<file path="src/rtl/shu_pkg.sv">
package shu_pkg;
  typedef enum logic [2:0] {
    OP_BSHR_L = 3'd0,
    OP_BSHR_A = 3'd1,
    OP_BSHL   = 3'd2,
    OP_SR1_A  = 3'd3,
    OP_SR1_L  = 3'd4,
    OP_SR1_C  = 3'd5,
    OP_SEXT_B = 3'd6,
    OP_SEXT_H = 3'd7
  } shu_op_e;

  typedef enum logic [1:0] {
    FILL_SIGN  = 2'd0,
    FILL_ZERO  = 2'd1,
    FILL_CARRY = 2'd2
  } shu_fill_e;
endpackage

</file>
<file path="src/rtl/shu_barrel.sv">
module shu_barrel #(
  parameter int W  = 32,
  parameter int SW = $clog2(W)
) (
  input  logic [W-1:0]  din,
  input  logic [SW-1:0] amt,
  input  logic          left,
  input  logic          arith,
  output logic [W-1:0]  dout
);
  logic [W-1:0] rev_in;
  logic [W-1:0] rev_out;
  logic [W-1:0] stage [0:SW];
  logic         fill;

  for (genvar i = 0; i < W; i++) begin : g_rev_in
    assign rev_in[i] = din[W-1-i];
  end

  assign stage[0] = left ? rev_in : din;
  assign fill     = arith & ~left & din[W-1];

  for (genvar s = 0; s < SW; s++) begin : g_stage
    localparam int STEP = 1 << s;
    always_comb begin
      if (amt[s]) stage[s+1] = {{STEP{fill}}, stage[s][W-1:STEP]};
      else        stage[s+1] = stage[s];
    end
  end

  for (genvar i = 0; i < W; i++) begin : g_rev_out
    assign rev_out[i] = stage[SW][W-1-i];
  end

  assign dout = left ? rev_out : stage[SW];
endmodule

</file>
<file path="src/rtl/shu_onebit.sv">
module shu_onebit
  import shu_pkg::*;
#(
  parameter int W = 32
) (
  input  logic [W-1:0] din,
  input  logic         cin,
  input  shu_fill_e    fill_sel,
  output logic [W-1:0] dout,
  output logic         cout
);
  logic top_bit;

  always_comb begin
    unique case (fill_sel)
      FILL_SIGN:  top_bit = din[W-1];
      FILL_CARRY: top_bit = cin;
      default:    top_bit = 1'b0;
    endcase
  end

  assign dout = {top_bit, din[W-1:1]};
  assign cout = din[0];
endmodule

</file>
<file path="src/rtl/shu_sext.sv">
module shu_sext #(
  parameter int W  = 32,
  parameter int BW = 8,
  parameter int HW = 16
) (
  input  logic [W-1:0] din,
  input  logic         half,
  output logic [W-1:0] dout
);
  logic [W-1:0] ext_b;
  logic [W-1:0] ext_h;

  assign ext_b = {{(W-BW){din[BW-1]}}, din[BW-1:0]};
  assign ext_h = {{(W-HW){din[HW-1]}}, din[HW-1:0]};
  assign dout  = half ? ext_h : ext_b;
endmodule

</file>
<file path="src/rtl/shu_core.sv">
module shu_core
  import shu_pkg::*;
#(
  parameter int W   = 32,
  parameter int IMW = 16
) (
  input  logic           clk,
  input  logic           rst,
  input  logic           in_valid,
  input  logic [2:0]     op,
  input  logic           use_imm,
  input  logic [W-1:0]   a,
  input  logic [W-1:0]   amt_reg,
  input  logic [IMW-1:0] amt_imm,
  input  logic           carry_in,
  output logic [W-1:0]   result,
  output logic           carry_out,
  output logic           carry_we,
  output logic           out_valid
);
  localparam int SW = $clog2(W);

  shu_op_e      op_e;
  logic [SW-1:0] amt;
  logic [W-1:0] bar_q;
  logic [W-1:0] one_q;
  logic [W-1:0] ext_q;
  logic         one_c;
  shu_fill_e    fill_sel;
  logic         is_onebit;
  logic [W-1:0] res_d;
  logic         unused_amt;

  assign op_e       = shu_op_e'(op);
  assign amt        = use_imm ? amt_imm[SW-1:0] : amt_reg[SW-1:0];
  assign unused_amt = ^{amt_reg[W-1:SW], amt_imm[IMW-1:SW]};

  shu_barrel #(.W(W), .SW(SW)) u_barrel (
    .din  (a),
    .amt  (amt),
    .left (op_e == OP_BSHL),
    .arith(op_e == OP_BSHR_A),
    .dout (bar_q)
  );

  always_comb begin
    unique case (op_e)
      OP_SR1_A: fill_sel = FILL_SIGN;
      OP_SR1_C: fill_sel = FILL_CARRY;
      default:  fill_sel = FILL_ZERO;
    endcase
  end

  shu_onebit #(.W(W)) u_onebit (
    .din     (a),
    .cin     (carry_in),
    .fill_sel(fill_sel),
    .dout    (one_q),
    .cout    (one_c)
  );

  shu_sext #(.W(W)) u_sext (
    .din (a),
    .half(op_e == OP_SEXT_H),
    .dout(ext_q)
  );

  assign is_onebit = (op_e == OP_SR1_A) || (op_e == OP_SR1_L) || (op_e == OP_SR1_C);

  always_comb begin
    unique case (op_e)
      OP_BSHR_L, OP_BSHR_A, OP_BSHL: res_d = bar_q;
      OP_SR1_A, OP_SR1_L, OP_SR1_C:  res_d = one_q;
      default:                       res_d = ext_q;
    endcase
  end

  always_ff @(posedge clk) begin
    if (rst) begin
      result    <= '0;
      carry_out <= 1'b0;
      carry_we  <= 1'b0;
      out_valid <= 1'b0;
    end else begin
      out_valid <= in_valid;
      carry_we  <= in_valid & is_onebit;
      if (in_valid) result <= res_d;
      if (in_valid && is_onebit) carry_out <= one_c;
    end
  end
endmodule

</file>
<file path="config.mk">
export PLATFORM = sky130hd
export DESIGN_NAME = shu_core
export DESIGN_NICKNAME = d
export VERILOG_FILES = /design/src/rtl/shu_pkg.sv /design/src/rtl/shu_barrel.sv /design/src/rtl/shu_onebit.sv /design/src/rtl/shu_sext.sv /design/src/rtl/shu_core.sv
export SDC_FILE = /design/constraint.sdc
export NUM_CORES = 1
export LEC_CHECK = 0
export BUFFER_PORTS_ARGS = -buffer_cell sky130_fd_sc_hd__buf_4
export CAP_MARGIN = 20
export CORE_MARGIN = 8
export CORE_UTILIZATION = 51
export DETAILED_ROUTE_END_ITERATION = 16
export PLACE_DENSITY_LB_ADDON = 0.25
export SETUP_SLACK_MARGIN = 0.2
export SLEW_MARGIN = 20
export SYNTH_ARGS = -nofsm -noshare
export SYNTH_HDL_FRONTEND = slang
export SYNTH_SLANG_ARGS = --single-unit
</file>
<file path="constraint.sdc">
create_clock -name clk -period 2.6 [get_ports clk]
set_clock_uncertainty 0.15 [all_clocks]
set_input_delay 0.13 -clock clk [delete_from_list [all_inputs] [get_ports clk]]
set_output_delay 0.13 -clock clk [all_outputs]
set_load 0.02 [all_outputs]
</file>
==> results.sh <==
export IMPL_yosysSeqAreaShare=0.128
export IMPL_grt_first_pass_wirelength_um=39700
export IMPL_drt_pass1_iter_count=6
export IMPL_synth_seq_cells=35
export IMPL_io_pins=123
export IMPL_async_flop_share=0
export IMPL_synth_cell_types=81
export IMPL_cts_buffers=5
export IMPL_switching_share=0.436
export IMPL_cts_max_path_buffers=2
export IMPL_track_usage=0.353
export IMPL_gp_congestion=1.07
export IMPL_wire_per_inst_um=27.3
export IMPL_setup_viol=0
export IMPL_diodes=0
export IMPL_syn_nets=772
export IMPL_yosysTopAreaCell="mux4_2"
export IMPL_power_leakage_uw=0.00295
export IMPL_synth_mux_area_frac=0.264
export IMPL_start_kind="primary input"
export IMPL_grt_pass1_vias=6707
export IMPL_p_switching_uw=1290
export IMPL_path_class="primary input to flip-flop"
export IMPL_r2r_start="result[1]"
export IMPL_worstHoldPathType="primary input to flip-flop"
export IMPL_postSynthCellCount=684
export IMPL_cpMaxStageDelayCell="or3b_4"
export IMPL_die_x_um=120
export IMPL_path_cells="buf_6, or3b_4, buf_6, mux4_2, and2_2, o311ai_2, o31ai_1, buf_4, o21ai_1, a31oi_1"
export IMPL_synth_xor_area_share=0.00502
export IMPL_maxSlewHeadroom=0.547
export IMPL_yosys_warnings=0
export IMPL_wirelength_um=26400
export IMPL_syn2layout_area_growth_pct=35.6
export IMPL_synth_adder_area_share=0
export IMPL_synth_compound_area_frac=0.312
export IMPL_ctsHtreeMaxLevel=2
export IMPL_ir_drop_mv=0.270
export IMPL_critPathCaptureType="flip-flop"
export IMPL_post_route_util=0.699
export IMPL_min_period_ps=2390
export IMPL_synth_top_family_by_area="compound AO/OA/AOI/OAI gates"
export IMPL_synth_edf_count=0
export IMPL_clock_root_buffer="clkbuf_8"
export IMPL_drive_gt1_frac=0.413
export IMPL_die_y_um=120
export IMPL_setup_tns_ps=0
export IMPL_drt_iter0_markers=1064
export IMPL_pwr_share_comb=0.617
export IMPL_synth_ff_type="dfxtp_1"
export IMPL_port_buffers=84
export IMPL_power_uw=2950
export IMPL_finalNetCount=915
export IMPL_cts_num_sinks=35
export IMPL_pwr_density_cell_nw_per_um2=397
export IMPL_die_area_um2=14300
export IMPL_initial_core_util=0.515
export IMPL_status="completed"
export IMPL_ant_nets=0
export IMPL_cts_tree="yes"
export IMPL_grt_max_degree=40
export IMPL_num_vias=7149
export IMPL_drv_slew=0
export IMPL_num_fill_cells=901
export IMPL_drc=0
export IMPL_clock_latency_ps=290
export IMPL_syn_area_um2=5490
export IMPL_cp_required_ps=2630
export IMPL_rows=38
export IMPL_cp_startpoint="op[0]"
export IMPL_cap_violations=0
export IMPL_fin_crit_sh=0.918
export IMPL_grt_overflow_total=0
export IMPL_synthSimpleGateAreaFrac=0.215
export IMPL_arrival_ps=2420
export IMPL_hold_violations=0
export IMPL_grt_antenna_before_repair=0
export IMPL_crit_family="simple AND/OR/NAND/NOR gates"
export IMPL_pre_cts_slack_ps=-285
export IMPL_max_freq_ghz=0.419
export IMPL_worstHoldStart="a[0]"
export IMPL_rsz0062_at_grt="yes"
export IMPL_core_um2=10700
export IMPL_cpPeakStageDelay_ps=480
export IMPL_worst_path_buf_inv=3
export IMPL_internal_power_uw=1670
export IMPL_power_frac_seq=0.207
export IMPL_synth_top_area_frac=0.156
export IMPL_dp_hpwl_um=20000
export IMPL_worst_slew_pin_slew_ps=679
export IMPL_clk_pin_slew_ps=80
export IMPL_path_common_cell="buf_6"
export IMPL_avgViaCountPerCell=7.39
export IMPL_critPathMaxFanout=10
export IMPL_worst_slack_ps=214
export IMPL_synth_area_top_cells="mux4_2, dfxtp_1, mux2i_1, nor2_1, nand2_1"
export IMPL_synth_area_per_cell_um2=8.02
export IMPL_pwr_share_clk=0.176
layout make-up:
cell class / count / area, um^2 / area share
multi-input cells: 569 / 4710 / 0.633
repair buffers: 214 / 1730 / 0.233
inverters: 2 / 7.51 / 0.00101
well taps: 140 / 175 / 0.0235
clock inverters: 3 / 43.8 / 0.00589
clock buffers: 5 / 68.8 / 0.00925
flip-flops and latches: 35 / 701 / 0.0942
cells by family after synthesis:
group | count (synthesis)
simple gates | 246
compound gates | 232
mux | 90
buf+inv | 80
flops | 35
xor+xnor | 1
cells in the mapped netlist, types with 14 or more instances:
cell      instances
nor3_1           16
buf_2            14
mux2i_1          36
o21bai_1         16
nand2_1          65
nor2_1           71
mux4_2           38
dfxtp_1          35
nand3_1          26
clkbuf_1         44
a31oi_1          24
o21ai_0          23
a21oi_1          39
worst min-delay path: cells and delay by family:
family,cells,cell delay (ps)
buffers and inverters,1,150
AND/OR/NAND/NOR,1,80
AO/OA/AOI/OAI,1,50
layer usage:
| metal | global-route usage | vias up | wire length (um) |
|---|---|---|---|
| li1 | - | 2988 | - |
| met1 | 0.444 | 3376 | 9500 |
| met2 | 0.543 | 663 | 11800 |
| met3 | 0.110 | 122 | 3810 |
| met4 | 0.167 | 0 | 1350 |
| met5 | 0 | - | 0 |
power by group through the flow:
| stage | logic, uW | clock network [uW] | registers [uW] |
|---|---|---|---|
| 4_1_cts | 1660 | 515 | 610 |
| 5_1_grt | 1900 | 540 | 614 |
| 2_1_floorplan | 878 | 0 | 678 |
| 3_3_place_gp | 1600 | 0 | 621 |
| 3_5_place_dp | 1620 | 0 | 622 |
| 6_report | 1820 | 521 | 611 |
per-stage QoR:
step,cell area (um^2),hold WS (ps),instances
3_3_place_gp,6900,293,952
5_1_grt,7440,56.5,968
6_report,7440,18.5,968
3_5_place_dp,6900,306,952
4_1_cts,7120,15.9,960
2_1_floorplan,5500,143,684
final timing paths:
kind | endpoint | slack [ps] | depth (start not counted)
max | result[18] | 210 | 10
min | carry_out | 20 | 3
max reg2reg | result[1] | 1320 | 3
min reg2reg | carry_out | 310 | 2
timing repair:
action	in CTS	in global routing
setup buffers	0	8
hold endpoints to repair	0	0
pin swaps	1	13
hold buffers	0	0
gates resized for setup	18	49
setup endpoints to repair	22	30
cell usage in the layout (no fill, tap or decap), types with 12 or more instances in the layout:
master and count:
buf_4 193, nor2_1 71, nand2_1 65, a21oi_1 39, mux4_2 39, dfxtp_1 35
mux2i_1 29, nand3_1 25, o21ai_0 21, a31oi_1 19, o21bai_1 16, nor3_1 14
buf_6 14, nand4_1 13, a211oi_1 12
registers in the layout, indices dropped and copies added, names as in the netlist:
signal	cells
carry_out	1
carry_we	1
result	32
out_valid	1
Note: power is estimated with default switching activity, not from simulation.
